**src/rtl/tcb_pkg.sv**
```systemverilog
package tcb_pkg;
  localparam int BUS_W = 32;

  typedef enum logic [2:0] {
    REG_CTRL  = 3'd0,
    REG_STAT  = 3'd1,
    REG_RDPTR = 3'd2,
    REG_WRPTR = 3'd3,
    REG_TCNT  = 3'd4,
    REG_DATA  = 3'd5,
    REG_DEPTH = 3'd6,
    REG_WIDTH = 3'd7
  } tcb_reg_e;
endpackage

```
**src/rtl/tcb_ram.sv**
```systemverilog
module tcb_ram #(
  parameter int WIDTH = 32,
  parameter int DEPTH = 32,
  parameter int AW    = 5
) (
  input  logic             clk,
  input  logic             we,
  input  logic [AW-1:0]    waddr,
  input  logic [WIDTH-1:0] wdata,
  input  logic             re,
  input  logic [AW-1:0]    raddr,
  output logic [WIDTH-1:0] rdata
);
  logic [WIDTH-1:0] mem [DEPTH];
  logic [WIDTH-1:0] rdata_q;

  always_ff @(posedge clk) begin
    if (we) mem[waddr] <= wdata;
    if (re) rdata_q <= mem[raddr];
  end

  assign rdata = rdata_q;
endmodule

```
**src/rtl/tcb_capture.sv**
```systemverilog
module tcb_capture #(
  parameter int DEPTH = 32,
  parameter int AW    = 5,
  parameter int CW    = 32
) (
  input  logic          clk,
  input  logic          rst_n,
  input  logic          cap_en,
  input  logic          cap_start,
  input  logic          trc_valid,
  input  logic          trig_in,
  input  logic          ptr_load,
  input  logic          cnt_load,
  input  logic [CW-1:0] load_val,
  output logic          store,
  output logic [AW-1:0] wr_ptr,
  output logic [CW-1:0] tcnt,
  output logic          trig_seen,
  output logic          wrapped,
  output logic          acq_done
);
  localparam logic [AW-1:0] LAST = AW'(DEPTH - 1);

  logic [AW-1:0] wr_ptr_q, wr_ptr_d;
  logic [CW-1:0] tcnt_q, tcnt_d;
  logic          trig_q, trig_d;
  logic          wrap_q, wrap_d;

  always_comb begin
    store    = cap_en && trc_valid && (tcnt_q != '0);
    wr_ptr_d = wr_ptr_q;
    tcnt_d   = tcnt_q;
    trig_d   = trig_q;
    wrap_d   = wrap_q;
    if (cap_start) begin
      trig_d = 1'b0;
      wrap_d = 1'b0;
    end else if (cap_en && trig_in) begin
      trig_d = 1'b1;
    end
    if (ptr_load) begin
      wr_ptr_d = load_val[AW-1:0];
    end else if (store) begin
      wr_ptr_d = (wr_ptr_q == LAST) ? '0 : wr_ptr_q + 1'b1;
      if (wr_ptr_q == LAST) wrap_d = 1'b1;
    end
    if (cnt_load) begin
      tcnt_d = load_val;
    end else if (store && (trig_q || trig_in)) begin
      tcnt_d = tcnt_q - 1'b1;
    end
  end

  always_ff @(posedge clk or negedge rst_n) begin
    if (!rst_n) begin
      wr_ptr_q <= '0;
      tcnt_q   <= '0;
      trig_q   <= 1'b0;
      wrap_q   <= 1'b0;
    end else begin
      wr_ptr_q <= wr_ptr_d;
      tcnt_q   <= tcnt_d;
      trig_q   <= trig_d;
      wrap_q   <= wrap_d;
    end
  end

  assign wr_ptr    = wr_ptr_q;
  assign tcnt      = tcnt_q;
  assign trig_seen = trig_q;
  assign wrapped   = wrap_q;
  assign acq_done  = trig_q && (tcnt_q == '0);
endmodule

```
**src/rtl/tcb_readout.sv**
```systemverilog
module tcb_readout
  import tcb_pkg::*;
#(
  parameter int DEPTH = 32,
  parameter int AW    = 5,
  parameter int WIDTH = 32
) (
  input  logic             clk,
  input  logic             rst_n,
  input  logic             ptr_load,
  input  logic [AW-1:0]    load_val,
  input  logic             ram_rd,
  input  logic             bus_rd,
  input  logic [BUS_W-1:0] reg_val,
  input  logic [WIDTH-1:0] ram_q,
  output logic [AW-1:0]    rd_ptr,
  output logic [BUS_W-1:0] rdata
);
  localparam logic [AW-1:0] LAST = AW'(DEPTH - 1);

  logic [AW-1:0]    rd_ptr_q, rd_ptr_d;
  logic [BUS_W-1:0] rval_q, rval_d;
  logic             from_ram_q, from_ram_d;

  always_comb begin
    rd_ptr_d   = rd_ptr_q;
    rval_d     = rval_q;
    from_ram_d = from_ram_q;
    if (ptr_load) begin
      rd_ptr_d = load_val;
    end else if (ram_rd) begin
      rd_ptr_d = (rd_ptr_q == LAST) ? '0 : rd_ptr_q + 1'b1;
    end
    if (bus_rd) begin
      from_ram_d = ram_rd;
      rval_d     = reg_val;
    end
  end

  always_ff @(posedge clk or negedge rst_n) begin
    if (!rst_n) begin
      rd_ptr_q   <= '0;
      rval_q     <= '0;
      from_ram_q <= 1'b0;
    end else begin
      rd_ptr_q   <= rd_ptr_d;
      rval_q     <= rval_d;
      from_ram_q <= from_ram_d;
    end
  end

  assign rd_ptr = rd_ptr_q;
  assign rdata  = from_ram_q ? BUS_W'(ram_q) : rval_q;
endmodule

```
**src/rtl/trace_capture_buf.sv**
```systemverilog
module trace_capture_buf
  import tcb_pkg::*;
#(
  parameter int DEPTH = 32,
  parameter int WIDTH = 32
) (
  input  logic             clk,
  input  logic             rst_n,
  input  logic             trc_valid_i,
  input  logic [WIDTH-1:0] trc_data_i,
  input  logic             trig_i,
  input  logic [2:0]       bus_sel_i,
  input  logic             bus_wr_i,
  input  logic             bus_rd_i,
  input  logic [31:0]      bus_wdata_i,
  output logic [31:0]      bus_rdata_o,
  output logic             acq_done_o
);
  localparam int AW = (DEPTH > 1) ? $clog2(DEPTH) : 1;
  localparam int CW = BUS_W;

  tcb_reg_e         sel;
  logic             cap_en_q, cap_en_d;
  logic             cap_start;
  logic             wptr_load, rptr_load, cnt_load, ram_rd;
  logic             store, trig_seen, wrapped, acq_done;
  logic [AW-1:0]    wr_ptr, rd_ptr;
  logic [CW-1:0]    tcnt;
  logic [WIDTH-1:0] ram_q;
  logic [BUS_W-1:0] reg_val;

  assign sel = tcb_reg_e'(bus_sel_i);

  always_comb begin
    cap_en_d  = cap_en_q;
    cap_start = 1'b0;
    if (bus_wr_i && sel == REG_CTRL) begin
      cap_en_d  = bus_wdata_i[0];
      cap_start = bus_wdata_i[0] && !cap_en_q;
    end
    wptr_load = bus_wr_i && sel == REG_WRPTR && !cap_en_q;
    rptr_load = bus_wr_i && sel == REG_RDPTR && !cap_en_q;
    cnt_load  = bus_wr_i && sel == REG_TCNT  && !cap_en_q;
    ram_rd    = bus_rd_i && sel == REG_DATA  && !cap_en_q;
  end

  always_ff @(posedge clk or negedge rst_n) begin
    if (!rst_n) cap_en_q <= 1'b0;
    else        cap_en_q <= cap_en_d;
  end

  always_comb begin
    unique case (sel)
      REG_CTRL:  reg_val = BUS_W'(cap_en_q);
      REG_STAT:  reg_val = BUS_W'({wrapped, acq_done, trig_seen});
      REG_RDPTR: reg_val = BUS_W'(rd_ptr);
      REG_WRPTR: reg_val = BUS_W'(wr_ptr);
      REG_TCNT:  reg_val = tcnt;
      REG_DEPTH: reg_val = BUS_W'(DEPTH);
      REG_WIDTH: reg_val = BUS_W'(WIDTH);
      default:   reg_val = '0;
    endcase
  end

  tcb_capture #(.DEPTH(DEPTH), .AW(AW), .CW(CW)) u_capture (
    .clk       (clk),
    .rst_n     (rst_n),
    .cap_en    (cap_en_q),
    .cap_start (cap_start),
    .trc_valid (trc_valid_i),
    .trig_in   (trig_i),
    .ptr_load  (wptr_load),
    .cnt_load  (cnt_load),
    .load_val  (bus_wdata_i),
    .store     (store),
    .wr_ptr    (wr_ptr),
    .tcnt      (tcnt),
    .trig_seen (trig_seen),
    .wrapped   (wrapped),
    .acq_done  (acq_done)
  );

  tcb_ram #(.WIDTH(WIDTH), .DEPTH(DEPTH), .AW(AW)) u_ram (
    .clk   (clk),
    .we    (store),
    .waddr (wr_ptr),
    .wdata (trc_data_i),
    .re    (ram_rd),
    .raddr (rd_ptr),
    .rdata (ram_q)
  );

  tcb_readout #(.DEPTH(DEPTH), .AW(AW), .WIDTH(WIDTH)) u_readout (
    .clk      (clk),
    .rst_n    (rst_n),
    .ptr_load (rptr_load),
    .load_val (bus_wdata_i[AW-1:0]),
    .ram_rd   (ram_rd),
    .bus_rd   (bus_rd_i),
    .reg_val  (reg_val),
    .ram_q    (ram_q),
    .rd_ptr   (rd_ptr),
    .rdata    (bus_rdata_o)
  );

  assign acq_done_o = acq_done;
endmodule

```
**config.mk**
```make
export PLATFORM = sky130hd
export DESIGN_NAME = trace_capture_buf
export DESIGN_NICKNAME = d
export VERILOG_FILES = /design/src/rtl/tcb_pkg.sv /design/src/rtl/tcb_ram.sv /design/src/rtl/tcb_capture.sv /design/src/rtl/tcb_readout.sv /design/src/rtl/trace_capture_buf.sv
export SDC_FILE = /design/constraint.sdc
export NUM_CORES = 1
export LEC_CHECK = 0
export BUFFER_PORTS_ARGS = -buffer_cell sky130_fd_sc_hd__buf_2
export CAP_MARGIN = 20
export CORE_MARGIN = 3
export CORE_UTILIZATION = 23
export CTS_CLUSTER_SIZE = 20
export DETAILED_ROUTE_END_ITERATION = 12
export GPL_ROUTABILITY_DRIVEN = 0
export PLACE_DENSITY = 0.43
export SLEW_MARGIN = 20
export SYNTH_ARGS = -nofsm -noshare
export SYNTH_HDL_FRONTEND = slang
export SYNTH_SLANG_ARGS = --single-unit
```
**constraint.sdc**
```tcl
create_clock -name clk -period 4.7 [get_ports clk]
set_input_delay 0.47 -clock clk [delete_from_list [all_inputs] [get_ports clk]]
set_output_delay 0.47 -clock clk [all_outputs]
set_load 0.005 [all_outputs]
```
* Word-level counts from Yosys, hierarchy flattened *
Memories as Yosys holds them, arrays and structs flattened. A register that Yosys moved wholly into a read port is not among the register bits.
Index checks and enable logic that the tools add are counted.

word-level totals
  output and inout port bits = 33
  flip-flop bits (word level) = 78
  memories kept = 1
  memory bits (writable) = 1024
  word-level logic and storage cells = 65

memory list
  name       depth  width  rd ports  clocked after Yosys merged registers in  write ports  line           text
  u_ram.mem  32     32     1         1                                        1            tcb_ram.sv:14  logic [WIDTH-1:0] mem [DEPTH];

cells by class
  reduce and logical (&&, ||, !) cells = 25
  mux-type cells = 19
  add/subtract/negate cells = 3
  equality and inequality tests = 9

operators with widths
  kind                                                 number
  one-hot mux 32 bit (6 select lines)                  1
  2-to-1 mux 32 bit                                    3
  logical NOT 32 bit                                   1
  nonzero test 32 bit                                  1
  subtractor 32 x 1 -> 32 bit (second input constant)  1
  2-to-1 mux 5 bit                                     6
  logical AND 1 bit                                    15
  == test 3 bit (second input constant)                4
  adder 5 x 1 -> 5 bit (second input constant)         2
  == test 5 bit (second input constant)                2
  2-to-1 mux 1 bit                                     9
  nonzero test 2 bit                                   4
  == test 3 x 2 -> 1 bit (second input constant)       2
  == test 3 x 1 -> 1 bit (second input constant)       1
  logical NOT 3 bit                                    1
  OR reduction 2 bit                                   1
  logical NOT 1 bit                                    1
  logical OR 1 bit                                     1

* Longest topological paths before layout *
Gate-level depths: netlist (run 1).

  depth in word-level cells = 7
  gate-level depth with buffers = 9
  mapped depth without buffers = 7

* Cells and area by module *
From an unflattened synthesis (run 1), not the netlist that was laid out.

unflattened totals
  cells, all modules = 2760
  area total of the unflattened synthesis = 45662.5 um^2

modules (own cells, without submodules)
  module             times used  cells an instance  area each (um^2)  sequential area each (um^2)
  tcb_ram            1           2260               40805.4           31710.4
  tcb_capture        1           292                2472.4            975.9
  tcb_readout        1           139                1898.1            950.9
  trace_capture_buf  1           69                 486.7             25.0

* Worst setup path after synthesis (run 1) *
No wires, ideal clock.

  path kind = flip-flop to flip-flop
  from = register u_capture.tcnt_q[0], in the netlist u_capture.tcnt[0]
  to = memory u_ram.mem[28][0], enable pin
  stages on the path, launching flop included = 9
  period minus slack after synthesis = 3.599 ns
  data arrival time = 3.178 ns
  path slack = 1.101 ns
  cell sequence = dfrtp_1 > inv_1 > ha_1 > nor3b_1 > and4_1 > clkbuf_1 > a31oi_1 > nand2_1 > nor2_1

on the way
  word-level cells in the longest chain between the ends = 4

ends and longest elaborated chain
  item                                    line               text
  from (decl)                             tcb_capture.sv:25  logic [CW-1:0] tcnt_q, tcnt_d;
  from (signal assigned)                  tcb_capture.sv:62  tcnt_q <= tcnt_d;
  nonzero test 32 bit                     tcb_capture.sv:30  store = cap_en && trc_valid && (tcnt_q != '0);
  logical AND 1 bit                       tcb_capture.sv:30
  2-to-1 mux 1 bit                        tcb_ram.sv:18      if (we) mem[waddr] <= wdata;
  2-to-1 mux 1 bit (implied by the code)  tcb_ram.sv:18
  to (decl)                               tcb_ram.sv:14

No other way between the ends.

* Worst setup path after layout (run 1) *
  from = register u_capture.tcnt_q[0], in the netlist u_capture.tcnt[0]
  to = memory u_ram.mem[4][28], enable pin

Same word-level chain as after synthesis.

==> impl_metrics.tcl, run 1 <==
set metrics [dict create \
    run_status "finished clean" \
    critPathMaxFanout 21 \
    drt_iter0_drc 2181 \
    overflow 0 \
    post_cts_resized 0 \
    p_per_area_nw_per_um2 510 \
    cp.required_ps 5130 \
    finClkSkew_ps 44.6 \
    cts.clk_slew.worst_paths_ps 60 \
    hold_viol_final 0 \
    ys_types 62 \
    grt_antenna_before_repair 20 \
    area_growth_syn_to_layout_pct 19.0 \
    rows 161 \
    critPathTopFamily "simple AND/OR/NAND/NOR gates" \
    worstPathArrival_ps 4000 \
    peakVddDrop_uv 318 \
    tritoncts "yes" \
    grt_pass1_vias 24400 \
    end_kind "flop" \
    grt_first_pass_wirelength_mm 193 \
    postRouteAntennaNets 0 \
    clock-sinks 1134 \
    setup_ws_ps 1130 \
    slew_headroom_pct 35.3 \
    synth_cells 2506 \
    die-area_um2 201000 \
    fin_setup_tns_ps 0 \
    syn_avg_cell_area_um2 18.0 \
    layout_min_cycle_time_ps 3570 \
    root_buffer "clkbuf_16" \
    cap_violations 0 \
    cp-start-kind "flop" \
    post-route-drc-count 0 \
    max_stage_delay_ps 630 \
    routedWlPerCell_um 25.2 \
    dp_hpwl_mm 86.8 \
    synth_seq_cells 1134 \
    final_cell_mix "edfxtp_1 (1056), mux4_2 (161), mux2i_1 (156), nand2_1 (141), clkbuf_16 (119)" \
    setup-violations-final 0 \
    worstPathCellList "inv_1 -> ha_1 -> nor3b_1 -> and4_1 -> a31oi_1 -> buf_4 -> nand2_1 -> nor2_4 -> buf_4" \
    clk_latency_ps 740 \
    synth_area_um2 45000 \
    pin_count 106 \
    clock_path_buffers 3 \
    leakage_nw 17.0 \
    syn-num-nets 2587 \
    dr.pass1.iters 7 \
    ys_async_sr_fraction_pct 6.88 \
    rsz0062_at_grt "no" \
    die_w_um 448 \
    max_freq_mhz 280 \
    yosysSeqAreaShare_pct 74.8 \
    cts.htree.levels 3 \
    drv_slew 0 \
    final_nets 2778 \
    postCtsSetupRepairBufs 0 \
    synthFlopType "edfxtp_1" \
    utilization_pct 27.7 \
    cts_buffers 118 \
    die_h_um 448 \
    coreArea_um2 194000 \
    hp-class "input port to flop" \
    avgViaCountPerCell 4.49 \
    crit_type "flop to flop" \
    grt_max_degree 92 \
    min_period_over_period_pct 76.0 \
    synth_edf_count 1056 \
    layout-drive-gt1-share_pct 23.9 \
    crit_buf_inv 3 \
    routed_wl_mm 137 \
    track_usage_pct 13.4 \
    tightest_slew_ps 969 \
    critPathMostFrequentCell "buf_4" \
    crit_path_top_delay_cell "nand2_1" \
    start_util_pct 23.3 \
    io_buffers 105 \
    yosys_warnings 0 \
    pre_cts_ws_ps 1160 \
    final_common_cell "edfxtp_1" \
    route.vias.total 24300 \
]
[kinds of logic (layout without fill, tap and decap cells)]
logic type / count (synthesis) / after routing / share of synthesized area [%]
XOR/XNOR: 4 / 4 / 0.0778
AND/OR/NAND/NOR: 409 / 409 / 4.40
buffers and inverters: 189 / 485 / 1.66
other: 0 / 5 / 0
flip-flops: 1134 / 1134 / 74.8
multiplexers: 365 / 365 / 12.7
adder cells (fa/ha/maj): 8 / 8 / 0.222
AO/OA/AOI/OAI: 397 / 397 / 6.13
[power breakdown]
part | total [W] | switching (W) | internal (W)
combinational | 0.00592 | 0.00366 | 0.00226
clock | 0.00944 | 0.00401 | 0.00543
sequential | 0.0119 | 0.000428 | 0.0115
total | 0.0273 | 0.00809 | 0.0192
[sequential cells by signal, indices dropped and copies added, names as in the netlist]
name / count
u_capture.wr_ptr: 5
u_capture.tcnt: 32
u_ram.mem: 1024
u_readout.from_ram_q: 1
u_capture.wrapped: 1
u_ram.rdata: 32
u_readout.rd_ptr: 5
u_capture.trig_seen: 1
cap_en_q: 1
u_readout.rval_q: 32
[layout make-up]
class                           count  area [um2]
Tap cell                         2608        3260
Inverter                           39         146
Clock inverter                     79         816
Clock buffer                      146        3110
Fill cell                       19300      140000
Multi-Input combinational cell   1183       10900
Sequential cell                  1134       33700
Timing Repair Buffer              221        1680
Antenna cell                        5        12.5
[stage by stage]
stage / instance area [um2] / power [W] / hold WS (ps) / cells
floorplan: 45000 / 0.0155 / 174 / 2506
global placement: 49400 / 0.0182 / 493 / 5161
detailed placement: 49400 / 0.0181 / 488 / 5162
CTS: 53600 / 0.0277 / 2.67 / 5410
global route: 53600 / 0.0285 / 24.4 / 5410
finish: 53600 / 0.0273 / 69.9 / 5415
[routing by layer]
metal  part of all wire (%)  up-vias  wire length (um)  track usage, %
met2                     46      671             62400            21.0
met5                  0.026        -                36               0
li1                       -    10600                 -               -
met4                    2.9        6              3910            3.66
met1                     46    12800             62600            18.8
met3                    5.6      212              7680            3.00
[path summary, 6_finish.rpt]
check                                        to  depth (start not counted)  slack (ps)         startpoint
max reg2reg                    u_ram.mem[4][28]                          9        1130  u_capture.tcnt[0]
max                            u_ram.mem[4][28]                          9        1130  u_capture.tcnt[0]
min reg2reg                   u_capture.wrapped                          1         500  u_capture.wrapped
max in group asynchronous   u_readout.rd_ptr[3]                          3        3390              rst_n
min in group asynchronous  u_readout.rval_q[16]                          2         380              rst_n
min                           u_capture.tcnt[7]                          3          70     bus_wdata_i[7]
[timing repair]
item                       in CTS  in global routing
setup endpoints to repair       0                  0
hold endpoints to repair       75                  0
hold buffers                   23                  0
[synth_stat cells (all sizes together) (4+ instances only)]
cell type  count  area (um2)
nor2          85         322
inv           39         146
o311ai        13         114
or3           16         105
or4           17         139
nor3          14        75.1
dfrtp         78        1950
clkbuf       104         390
a31oi         19         119
or2            5        31.3
a21oi         29         145
ha             8         100
mux4         161        3630
mux2          48         541
nand2        142         533
buf           46         209
nand2b         5        31.3
a31o          21         184
o22a          20         175
nor4           7        58.8
nand4          4        25.0
o221ai        77         674
a211oi        32         240
o31ai          4        43.8
a21o          12        90.1
and3          26         163
o21ai        107         536
o22ai         47         294
edfxtp      1056       31700
mux2i        156        1560
nand3         69         345
[tightest hold or removal path, delay by kind of cell]
family	cells	cell delay (ps)
buffers and inverters	1	80
and+or+nand+nor	2	180
(Power assumes the default switching activity.)
==> inputs of run 2 (changes only) <==
==> constraint.sdc (replaced) <==
create_clock -name clk -period 3.4 [get_ports clk]
set_input_delay 0.34 -clock clk [delete_from_list [all_inputs] [get_ports clk]]
set_output_delay 0.34 -clock clk [all_outputs]
set_load 0.005 [all_outputs]
==> impl_metrics.tcl, run 2 (same netlist as run 1, synthesis figures left out) <==
set metrics [dict create \
    fillCellCount 19300 \
    r2r_cells 8 \
    cp.required_ps 3060 \
    setup-violations-final 0 \
    largest_reg_flops 1024 \
    cts_buffers 131 \
    setup_ws_ps 196 \
    critPathMaxFanout 6 \
    end_kind "primary output" \
    intPower_w 0.0274 \
    track_usage_pct 13.7 \
    rsz0062_at_grt "no" \
    crit_buf_inv 2 \
    routed_wl_mm 139 \
    pre_cts_ws_ps 57.3 \
    hold_viol_final 0 \
    finClkSkew_ps 29.9 \
    grt_pass1_vias 25200 \
    power_frac_clock_pct 35.2 \
    die_h_um 448 \
    r2r_end "u_ram.mem[18][27]" \
    tightest_slew_ps 1320 \
    final_common_cell "edfxtp_1" \
    p_per_area_nw_per_um2 707 \
    io_buffers 105 \
    endpoint "acq_done_o" \
    worstPathArrival_ps 2860 \
    start_util_pct 23.3 \
    power_w 0.0388 \
    dp_hpwl_mm 88.2 \
    dr.pass1.iters 5 \
    avgViaCountPerCell 4.50 \
    switching_share_pct 29.4 \
    post-route-drc-count 0 \
    ff_latch_area_um2 33700 \
    routedWlPerCell_um 25.2 \
    root_buffer "clkbuf_16" \
    leakage_nw 17.6 \
    grt_first_pass_wirelength_mm 196 \
    grt_antenna_before_repair 19 \
    rows 161 \
    coreArea_um2 194000 \
    combPwrFrac_pct 22.6 \
    clock_path_buffers 3 \
    layout_min_cycle_time_ps 3200 \
    max_freq_mhz 312 \
    drt_iter0_drc 2270 \
    hp-class "input port to flop" \
    cts.clk_slew.worst_paths_ps 60 \
    switching_power_w 0.0114 \
    grt_max_degree 65 \
    worstPathCellList "or4_2 -> nor2_2 -> buf_4 -> and4_1 -> buf_2" \
    p_seq_share_pct 42.2 \
    rr_startpoint "u_capture.tcnt[0]" \
    crit_path_top_delay_cell "or4_2" \
    min_period_over_period_pct 94.2 \
    max_stage_delay_ps 730 \
    fin_setup_tns_ps 0 \
    layout-drive-gt1-share_pct 25.9 \
    overflow 0 \
    clock-sinks 1134 \
    setup.worst_path.start "u_capture.tcnt[16]" \
    drv_slew 0 \
    final_cell_mix "edfxtp_1 (1056), mux4_2 (161), mux2i_1 (156), buf_4 (149), nand2_1 (141)" \
    cts.htree.levels 4 \
    setup.reg_to_reg.worst_slack_ps 360 \
    route.vias.total 24900 \
    cp-start-kind "flop" \
    die-area_um2 201000 \
    crit_type "flop to primary output" \
    clk_latency_ps 760 \
    path_depth 5 \
    run_status "finished clean" \
    multi_input_area_um2 10900 \
    final_nets 2897 \
    regMostFlops "u_ram.mem" \
    slew_headroom_pct 12.2 \
    cap_violations 0 \
    pin_count 106 \
    peakVddDrop_uv 509 \
    area_growth_syn_to_layout_pct 21.9 \
    critPathTopFamily "simple AND/OR/NAND/NOR gates" \
    die_w_um 448 \
    tritoncts "yes" \
    postRouteAntennaNets 0 \
]
[run 2: cell types whose count changed in the layout (fill, tap and decap cells not counted), moves of 3 or more]
| cell | delta |
|---|---|
| buf_16 | +4 |
| clkbuf_1 | +15 |
| bufinv_16 | -5 |
| buf_4 | +73 |
| dlygate4sd3_1 | +15 |
| buf_12 | +12 |
| clkinv_2 | -17 |
| clkbuf_16 | +14 |
| inv_6 | +3 |
[run 2: how the worst min path moves through the flow]
stage                   startpoint                   end  slack (ps)  cells after the start
finish              trc_data_i[17]      u_ram.mem[6][17]         100                      1
global route        trc_data_i[17]      u_ram.mem[6][17]         100                      1
CTS                   bus_sel_i[0]   u_readout.rval_q[1]          20                      4
detailed placement           rst_n  u_readout.rval_q[20]         450                      1
global placement             rst_n  u_readout.rval_q[21]         450                      1
floorplan                    rst_n              cap_en_q          40                      0
[run 2: routing by layer]
metal | global-route usage (%) | share of wire [%]
met1 | 18.9 | 45
met2 | 22.0 | 47
met3 | 2.53 | 5.5
met4 | 3.48 | 2.1
met5 | 0 | 0.017
[run 2: layout make-up]
| cell class | instances | share of cell area (%) |
|---|---|---|
| Antenna cell | 3 | 0.0137 |
| Clock inverter | 61 | 1.18 |
| Inverter | 39 | 0.267 |
| Clock buffer | 174 | 6.38 |
| Sequential cell | 1134 | 61.4 |
| Multi-Input combinational cell | 1185 | 19.8 |
| Tap cell | 2608 | 5.95 |
| Timing Repair Buffer | 325 | 4.98 |
[run 2: power by group through the flow]
stage	sequential, W	combinational (W)	clock (W)
floorplan	0.0164	0.00499	0
global placement	0.0167	0.00884	0
detailed placement	0.0167	0.00880	0
CTS	0.0164	0.00888	0.0141
global route	0.0164	0.00934	0.0146
finish	0.0164	0.00875	0.0137
[run 2: metrics by stage]
| stage | util, % | cells | hold slack, ps | cell area, um2 |
|---|---|---|---|---|
| global route | 28.3 | 5526 | 95.4 | 54900 |
| finish | 28.3 | 5529 | 97.4 | 54900 |
| floorplan | - | 2506 | 44.4 | 45000 |
| global placement | 25.9 | 5243 | 448 | 50100 |
| CTS | 28.3 | 5519 | 24.7 | 54700 |
| detailed placement | 25.9 | 5246 | 447 | 50200 |
[run 2: repair_timing]
item | in CTS | in global routing
hold endpoints to repair | 99 | 0
pin swaps | 1 | 6
hold buffers | 38 | 0
setup endpoints to repair | 1 | 61
buffers inserted | 0 | 3
resized for setup | 0 | 1
gates cloned | 0 | 2
==> inputs of run 3 (changes only) <==
==> constraint.sdc (replaced) <==
create_clock -name clk -period 3 [get_ports clk]
set_input_delay 0.3 -clock clk [delete_from_list [all_inputs] [get_ports clk]]
set_output_delay 0.3 -clock clk [all_outputs]
set_load 0.005 [all_outputs]
==> impl_metrics.tcl, run 3 (same netlist as run 1, synthesis figures left out) <==
set metrics [dict create \
    setup-violations-final 0 \
    worstPathArrival_ps 2580 \
    hp-class "input port to flop" \
    finalNonFillerCells 5566 \
    post-route-drc-count 0 \
    final_cell_mix "edfxtp_1 (1056), mux4_2 (161), buf_4 (160), mux2i_1 (156), nand2_1 (141)" \
    power_w 0.0447 \
    cap_violations 0 \
    dp_hpwl_mm 87.1 \
    layout_min_cycle_time_ps 2880 \
    min_period_over_period_pct 96.1 \
    max_freq_mhz 347 \
    coreArea_um2 194000 \
    slew_headroom_pct 27.6 \
    start_util_pct 23.3 \
    postRouteAntennaNets 0 \
    die_h_um 448 \
    top_usage_layer "met2" \
    avgViaCountPerCell 4.46 \
    cp.required_ps 2700 \
    setup.reg_to_reg.worst_slack_ps 200 \
    final_nets 2933 \
    cts.clk_slew.worst_paths_ps 60 \
    grt_pass1_vias 25400 \
    io_buffers 105 \
    met1_usage_pct 18.4 \
    clock-sinks 1134 \
    hold_viol_final 0 \
    die_w_um 448 \
    grt_antenna_before_repair 27 \
    drt_iter0_drc 2343 \
    cts.htree.levels 4 \
    tightest_slew_ps 1090 \
    run_status "finished clean" \
    overflow 0 \
    crit_type "flop to primary output" \
    drv_slew 0 \
    tritoncts "yes" \
    final_common_cell "edfxtp_1" \
    p_per_area_nw_per_um2 804 \
    largest_reg_flops 1024 \
    fillCellCount 19300 \
    regMostFlops "u_ram.mem" \
    layout-drive-gt1-share_pct 27.3 \
    pin_count 106 \
    routed_wl_mm 135 \
    grt_use_met2_pct 21.3 \
    grt_max_degree 65 \
    ff_latch_area_um2 33700 \
    die-area_um2 201000 \
    track_usage_pct 13.3 \
    multi_input_area_um2 10900 \
    rows 161 \
    clock_path_buffers 3 \
    routedWlPerCell_um 24.3 \
    dr.pass1.iters 5 \
    critPathMaxFanout 4 \
    finClkSkew_ps 48.4 \
    clk_latency_ps 770 \
    root_buffer "clkbuf_16" \
    grt_use_met3_pct 2.33 \
    end_kind "primary output" \
    rsz0062_at_grt "yes" \
    area_growth_syn_to_layout_pct 23.5 \
    grt_first_pass_wirelength_mm 192 \
    route.vias.total 24800 \
    leakage_nw 18.0 \
    peakVddDrop_uv 581 \
    dp_cells 5281 \
    cts_buffers 130 \
    cp-start-kind "flop" \
]
-- run 3: changes by cell type in the layout (fill, tap and decap cells not counted), moves of 3 or more --
cell / delta
buf_12: +23
buf_4: +11
bufinv_16: +4
clkbuf_1: -14
clkbuf_16: +3
clkinv_2: +8
diode_2: +4
-- run 3: final cells by class --
cell class                      instances  area share (%)
Antenna cell                            7          0.0315
Sequential cell                      1134            60.6
Inverter                               39           0.263
Tap cell                             2608            5.87
Timing Repair Buffer                  363            6.03
Clock buffer                          165            6.39
Clock inverter                         66            1.26
Multi-Input combinational cell       1184            19.6
-- run 3: path summary, 6_finish.rpt --
kind | startpoint | endpoint | depth (start not counted)
worst max-delay path | u_capture.tcnt[10] | acq_done_o | 5
worst min-delay path | trc_data_i[17] | u_ram.mem[2][17] | 1
worst min register to register | u_capture.wrapped | u_capture.wrapped | 1
worst max register to register | u_capture.tcnt[1] | u_ram.mem[18][31] | 10
max in group asynchronous | rst_n | u_capture.tcnt[7] | 3
min in group asynchronous | rst_n | u_capture.tcnt[15] | 2
-- run 3: routing by layer --
layer / vias up / part of all wire [%]
met5: - / 0.066
met1: 13000 / 45
met3: 179 / 5.4
met2: 657 / 47
met4: 14 / 2.2
li1: 10900 / -
-- run 3: report_power, final --
group | internal [W] | leakage (nW) | switching [W] | total (W)
logic | 0.00430 | 5.43 | 0.00614 | 0.0104
clock network | 0.00943 | 2.08 | 0.00643 | 0.0159
registers | 0.0180 | 10.5 | 0.000367 | 0.0184
total | 0.0318 | 18.0 | 0.0129 | 0.0447
-- run 3: critical path, stage by stage, from the launching register on --
cell	delay, ps
dfrtp_1	380
nor4_1	500
and4_1	360
buf_4	150
and4_4	280
buf_2	150
-- run 3: stage by stage --
step	setup TNS [ps]	area [um2]	worst slack, ps	hold WS, ps	util, %
after floorplan	-221710	45100	-368	4.41	-
after global placement	-32900	50600	-372	417	26.2
after detailed placement	0	50800	16.3	418	26.2
after CTS	-7.35	55500	-7.35	16.6	28.7
after global routing	-22.1	55600	-22.1	69.9	28.7
final	0	55600	116	85.4	28.7
-- run 3: timing repair --
item,in CTS,in global routing
setup buffers,2,6
pin swaps,1,4
hold buffers,38,0
gates cloned,0,1
gates resized for setup,7,2
endpoints found under the hold margin,97,0
endpoints found under the setup margin,21,29
